==> config.mk <==
export PLATFORM = sky130hd
export DESIGN_NAME = pwr_sleep_ctl
export DESIGN_NICKNAME = d
export VERILOG_FILES = /design/src/rtl/pwr_sleep_pkg.sv /design/src/rtl/pwr_wake_detect.sv /design/src/rtl/pwr_startup_timer.sv /design/src/rtl/pwr_gate_decode.sv /design/src/rtl/pwr_sleep_ctl.sv
export SDC_FILE = /design/constraint.sdc
export NUM_CORES = 1
export LEC_CHECK = 0
export ABC_AREA = 1
export ABC_CLOCK_PERIOD_IN_PS = 1200
export BUFFER_PORTS_ARGS = -buffer_cell sky130_fd_sc_hd__buf_2
export CAP_MARGIN = 30
export CORE_ASPECT_RATIO = 1.5
export CORE_UTILIZATION = 44
export CTS_BUF_LIST = sky130_fd_sc_hd__clkbuf_2
export CTS_CLUSTER_SIZE = 30
export DETAILED_ROUTE_END_ITERATION = 6
export HOLD_SLACK_MARGIN = 0.12
export PLACE_DENSITY = 0.87
export SETUP_SLACK_MARGIN = 0.1
export SYNTH_ARGS = -nofsm -noshare
export SYNTH_HDL_FRONTEND = slang
export SYNTH_HIERARCHICAL = 1
export SYNTH_SLANG_ARGS = --single-unit
export TNS_END_PERCENT = 30
==> constraint.sdc <==
create_clock -name clk -period 1.2 [get_ports clk]
set_input_delay 0.24 -clock clk [delete_from_list [all_inputs] [get_ports clk]]
set_output_delay 0.24 -clock clk [all_outputs]
set_load 0.02 [all_outputs]
==> src/rtl/pwr_sleep_pkg.sv <==
package pwr_sleep_pkg;

  typedef enum logic [1:0] {PS_RUN, PS_IDLE, PS_SLEEP, PS_WAKE} pstate_t;
  typedef enum logic [1:0] {HOLD_FIXED, HOLD_OST, HOLD_LOCK} hold_t;

  localparam int PRIO_W = 3;
  localparam int SRC_W  = 3;

  localparam logic [SRC_W-1:0] SRC_FRC  = 3'd0;
  localparam logic [SRC_W-1:0] SRC_LPRC = 3'd1;
  localparam logic [SRC_W-1:0] SRC_EXT  = 3'd2;
  localparam logic [SRC_W-1:0] SRC_ERC  = 3'd3;
  localparam logic [SRC_W-1:0] SRC_XTAL = 3'd4;
  localparam logic [SRC_W-1:0] SRC_LPXT = 3'd5;
  localparam logic [SRC_W-1:0] SRC_PLL  = 3'd6;

  // low-power crystal left running through sleep
  function automatic logic osc_kept(logic [SRC_W-1:0] src, logic keep);
    return (src == SRC_LPXT) && keep;
  endfunction

  // which extra readiness condition a source needs after the fixed delay
  function automatic hold_t hold_kind(logic [SRC_W-1:0] src, logic keep);
    hold_t k;
    case (src)
      SRC_XTAL: k = HOLD_OST;
      SRC_LPXT: k = keep ? HOLD_FIXED : HOLD_OST;
      SRC_PLL:  k = HOLD_LOCK;
      default:  k = HOLD_FIXED;
    endcase
    return k;
  endfunction

  function automatic logic prio_ok(logic [PRIO_W-1:0] p, logic [PRIO_W-1:0] lvl);
    return p > lvl;
  endfunction

endpackage

==> src/rtl/pwr_wake_detect.sv <==
module pwr_wake_detect
  import pwr_sleep_pkg::*;
#(
  parameter int N_IRQ = 4
) (
  input  logic [N_IRQ-1:0]        irq_req,
  input  logic [N_IRQ-1:0]        irq_en,
  input  logic [N_IRQ*PRIO_W-1:0] irq_prio,
  input  logic [PRIO_W-1:0]       cpu_level,
  input  logic [2:0]              rst_src,
  input  logic                    wdt_en,
  input  logic                    wdt_timeout,
  output logic                    sleep_wake,
  output logic                    idle_wake
);

  logic [N_IRQ-1:0] qual_line;
  logic [N_IRQ-1:0] live_line;

  for (genvar i = 0; i < N_IRQ; i++) begin : g_line
    assign live_line[i] = irq_req[i] & irq_en[i];
    assign qual_line[i] = live_line[i] & prio_ok(irq_prio[i*PRIO_W +: PRIO_W], cpu_level);
  end

  logic common_evt;
  assign common_evt = (|rst_src) | (wdt_en & wdt_timeout);
  assign sleep_wake = (|qual_line) | common_evt;
  assign idle_wake  = (|live_line) | common_evt;

endmodule

==> src/rtl/pwr_startup_timer.sv <==
module pwr_startup_timer #(
  parameter int CYCLES = 4
) (
  input  logic clk,
  input  logic rst_n,
  input  logic load,
  output logic zero
);

  localparam int W = (CYCLES < 1) ? 1 : $clog2(CYCLES + 1);

  logic [W-1:0] cnt_q;

  always_ff @(posedge clk or negedge rst_n) begin
    if (!rst_n)            cnt_q <= '0;
    else if (load)         cnt_q <= W'(CYCLES);
    else if (cnt_q != '0)  cnt_q <= cnt_q - 1'b1;
  end

  assign zero = (cnt_q == '0);

endmodule

==> src/rtl/pwr_gate_decode.sv <==
module pwr_gate_decode
  import pwr_sleep_pkg::*;
(
  input  pstate_t state,
  input  logic    kept,
  output logic    cpu_en,
  output logic    per_en,
  output logic    osc_en,
  output logic    release_o
);

  always_comb begin
    cpu_en = 1'b0; per_en = 1'b0; osc_en = 1'b1; release_o = 1'b0;
    case (state)
      PS_RUN:   begin cpu_en = 1'b1; per_en = 1'b1; release_o = 1'b1; end
      PS_IDLE:  begin per_en = 1'b1; release_o = 1'b1; end
      PS_SLEEP: osc_en = kept;
      default:  ;
    endcase
  end

endmodule

==> src/rtl/pwr_sleep_ctl.sv <==
module pwr_sleep_ctl
  import pwr_sleep_pkg::*;
#(
  parameter int          N_IRQ      = 4,
  parameter int          POR_CYCLES = 4,
  parameter logic [2:0]  DEF_SRC    = 3'd0
) (
  input  logic                    clk,
  input  logic                    rst_n,
  input  logic                    cmd_valid,
  input  logic                    cmd_sleep,
  input  logic [N_IRQ-1:0]        irq_req,
  input  logic [N_IRQ-1:0]        irq_en,
  input  logic [N_IRQ*3-1:0]      irq_prio,
  input  logic [2:0]              cpu_level,
  input  logic [2:0]              rst_src,
  input  logic                    wdt_en,
  input  logic                    wdt_timeout,
  input  logic                    clk_switch_en,
  input  logic [2:0]              osc_sel,
  input  logic                    lp_keep,
  input  logic                    ost_done,
  input  logic                    pll_lock,
  output logic                    cpu_clk_en,
  output logic                    per_clk_en,
  output logic                    osc_run,
  output logic                    lprc_run,
  output logic                    clk_release
);

  pstate_t    state_q;
  logic [2:0] src_q;
  logic       keep_q;

  logic sleep_wake, idle_wake;
  logic timer_load, timer_zero;
  logic hold_met;
  hold_t hold_sel;
  logic kept_now;
  logic [2:0] act_src, cur_src;
  logic in_sleep, in_idle, in_wake;

  pwr_wake_detect #(.N_IRQ(N_IRQ)) u_wake (
    .irq_req(irq_req), .irq_en(irq_en), .irq_prio(irq_prio),
    .cpu_level(cpu_level), .rst_src(rst_src), .wdt_en(wdt_en),
    .wdt_timeout(wdt_timeout), .sleep_wake(sleep_wake), .idle_wake(idle_wake)
  );

  assign in_sleep   = (state_q == PS_SLEEP);
  assign in_idle    = (state_q == PS_IDLE);
  assign in_wake    = (state_q == PS_WAKE);
  assign timer_load = in_sleep & sleep_wake;

  pwr_startup_timer #(.CYCLES(POR_CYCLES)) u_timer (
    .clk(clk), .rst_n(rst_n), .load(timer_load), .zero(timer_zero)
  );

  assign act_src  = clk_switch_en ? osc_sel : DEF_SRC;
  assign cur_src  = (state_q == PS_RUN) ? act_src : src_q;
  assign hold_sel = hold_kind(src_q, keep_q);
  assign kept_now = osc_kept(src_q, keep_q);

  always_comb begin
    case (hold_sel)
      HOLD_OST:  hold_met = timer_zero & ost_done;
      HOLD_LOCK: hold_met = timer_zero & pll_lock;
      default:   hold_met = timer_zero;
    endcase
  end

  always_ff @(posedge clk or negedge rst_n) begin
    if (!rst_n) begin
      state_q <= PS_RUN;
      src_q   <= DEF_SRC;
      keep_q  <= 1'b0;
    end else begin
      case (state_q)
        PS_RUN: if (cmd_valid) begin
          if (cmd_sleep) begin
            state_q <= PS_SLEEP;
            src_q   <= act_src;
            keep_q  <= lp_keep;
          end else begin
            state_q <= PS_IDLE;
          end
        end
        PS_IDLE:  if (idle_wake)  state_q <= PS_RUN;
        PS_SLEEP: if (sleep_wake) state_q <= PS_WAKE;
        PS_WAKE:  if (hold_met)   state_q <= PS_RUN;
        default:  state_q <= PS_RUN;
      endcase
    end
  end

  pwr_gate_decode u_gate (
    .state(state_q), .kept(kept_now), .cpu_en(cpu_clk_en),
    .per_en(per_clk_en), .osc_en(osc_run), .release_o(clk_release)
  );

  assign lprc_run = wdt_en | (osc_run & (cur_src == SRC_LPRC));

endmodule

==> metrics.txt <==
Worst setup EP type=primary output; io pins=44; gr ovfl total=0; H-Tree Depth=1; Critical-path top delay cell=dfrtp_1; CTS tree=yes; Ant. Diodes=0; power share of the clock group=under 10%; Util after Layout=between 70% and 80%; launching element type of the critical path=flop; internal reg-to-reg setup slack=-230 ps; CTS max path bufs=2; Tot Pwr=around 0.0027 W; failing checks=negative setup slack; unrepaired setup endpoints after global routing=yes; Core Box Area=between 0.002 and 0.0025 sq mm; first-pass GRT wire length=approximately 4.3 mm; syn_nets=210; FF+latch area=approximately 230 sq um; DR DRC count=0; Die ar.=0.00244 sq mm; vias in the first global route=roughly 1200; Most used DFF post-synth=dfrtp_1; top post-synthesis cells by count=nand2_1 (38), inv_1 (32), nor2_1 (18); Total Nets Final=approximately 280; initial antenna violation count=0; Synth Instances=156; Layout Area Growth over Synthesis=55.5%; die width=a little over 40 um; Slew @ Worst Pin=between 200 and 300 ps; DP Wirelength=slightly above 2 mm; Max Cap Viol=0; delay-heaviest family, CP=flip-flops; worst reg-to-reg path cell count=10; Post-synth ARST share=100%; share of cells above drive strength 1=43.6%; Post-synth EDFFs=0; CP Buf/Inv Count=2; fmax=roughly 0.6 GHz; die height=about 60 um; worst rel slew slack=around 83%; CP max FO=2; Net Sw Power=between 0.001 and 0.0015 W; Worst-path clk slew=~90 ps; Sw Ratio=between 40 and 50%; #FFs+latches synth=9; total wire length=2.69 mm; Synth area leaders=dfrtp_1 (23%), ha_1 (19%), nand2_1 (14%); Cell Pwr Density=1760 mW/mm^2; routed via count=between 1000 and 1500; status=finished with violations; FF-to-FF Start=keep_q; crit path to=lprc_run; crit path from=src_q[1]; Avg Inst Size Synth=around 6.3 sq um; crit path DAT=between 1000 and 1500 ps; global-route usage over all layers=around a quarter; Final WS setup=-463 ps; routed vias/inst=approximately 4.9; multi-input logic area=between 700 and 800 sq um; share of the synthesized area in the top cell type=approximately 23%; Req. time, crit path=around 960 ps; Num CTS Buffers=3; clock sink count=9; Slew Viols, Final=0; Tcrit/Tclk final=139%; most numerous cell in the Yosys netlist=nand2_1; CP Class=reg -> out; min-delay worst type=in -> reg; count of input and output buffers=between 40 and 50; GPL Wtd Cong=between 0.8 and 0.9; CP Depth=6; sequential fraction of design power=between 20% and 30%; Site Rows=20; Filler cells=180; Crit Reg-Reg Endpoint=state_q[1]; Max stage delay on crit path=420 ps; sequential area share after synthesis=a little under a quarter; clock root cell=clkbuf_2; Synth cell types=20; peak supply drop=about 1.4 mV; Synth Warn #=6; Leak=roughly 0.86 nW; Hold Violations, Final=0; Logic pwr share=71.7%; Routed WL per cell=11.1 um; min Tclk post-route=roughly 1700 ps; Pint=around 0.0015 W; Clock Latency Late Sink=about 260 ps; drt pass-1 iters=4; Initial Util=47.5%; initial DRC count=20; Cell Area, Synth=around 1000 sq um; Final ANT Viol Nets=0; critical-path cell list=nor4_4, inv_1, nand3_2, nand2_2, o21bai_4, buf_6; Synth area leader=dfrtp_1; Setup Skew=slightly below 5 ps; final setup vio count=10; largest net degree at the start of global routing=10
## per-layer routing
layer	vias up	part of all wire (%)	wire length (um)	GRT usage [%]
li1	621	-	-	-
met1	517	34	907	22.3
met2	48	59	1580	52.8
met3	6	6.0	162	2.23
met4	0	1.7	47	12.4
met5	-	0	0	0
## through the flow
stage / instances / setup slack, ps / hold WS [ps] / setup TNS (ps) / instance area (sq um)
2_1_floorplan: 156 / -269 / -55.6 / -1320 / 1010
5_1_grt: 242 / -561 / 223 / -3270 / 1530
3_3_place_gp: 232 / -521 / 104 / -2670 / 1330
6_report: 242 / -463 / 186 / -1890 / 1530
4_1_cts: 239 / -478 / 185 / -1790 / 1480
3_5_place_dp: 232 / -527 / 102 / -2740 / 1330
## cell type report
type,instances,share of cell area (%)
inverter,35,8.90
sequential,9,14.7
multi-input combinational,111,48.5
tap,22,1.80
timing repair buffer,61,24.8
clock buffer,4,1.31
## kinds of logic after synthesis
family,share of synthesized area (%)
and+or+nand+nor,37.1
buffers and inverters,14.1
adders and majority gates,19.0
AOI/OAI and AO/OA,6.98
DFF,22.8
## repair_timing
action                                  in CTS  in global routing
endpoints found under the hold margin        9                  0
cloned                                       0                  0
hold buffers                                 1                  0
buffers inserted                             3                  3
pin swaps                                   14                  7
endpoints found under the setup margin      13                 14
gates resized for setup                     24                 11
## power by group through the flow
| stage | clock network [W] | logic (W) | registers [W] |
|---|---|---|---|
| floorplan | 0 | 0.000933 | 0.000566 |
| global placement | 0 | 0.00149 | 0.000549 |
| detailed placement | 0 | 0.00153 | 0.000558 |
| CTS | 0.000208 | 0.00178 | 0.000549 |
| global route | 0.000221 | 0.00216 | 0.000583 |
| finish | 0.000207 | 0.00194 | 0.000559 |
## flip-flops by register name (all words and copies together), names as in the netlist
| signal | count |
|---|---|
| u_timer/cnt_q | 3 |
| keep_q | 1 |
| src_q | 3 |
| state_q | 2 |
## worst register-to-register path, cell delays in order (launching register included)
cell and delay (ps):
dfrtp_1 350, inv_2 60, buf_4 130, o211ai_1 160
ha_1 270, inv_2 60, nand3_2 70, nand2_2 70
nand2_2 60, nand3_1 70, nand2_1 50
## cells in the final DEF (no fill, tap or decap), types with 9 or more instances in the layout
cell / Yosys / layout
inv_2: 3 / 9
buf_4: 1 / 18
buf_2: 0 / 38
nor2_1: 18 / 17
dfrtp_1: 9 / 9
nand2_1: 38 / 35
ha_1: 15 / 11
nand3_1: 17 / 14
inv_1: 32 / 24
## worst min path at each step
stage,cells after the start,slack (ps),from,end
3_3_place_gp,1,100,rst_n,u_timer/cnt_q[1]
3_5_place_dp,1,100,rst_n,u_timer/cnt_q[1]
5_1_grt,3,220,lp_keep,keep_q
4_1_cts,3,180,lp_keep,keep_q
6_report,3,190,lp_keep,keep_q
2_1_floorplan,0,-60,rst_n,keep_q
Note: power is estimated with default switching activity, not from simulation.
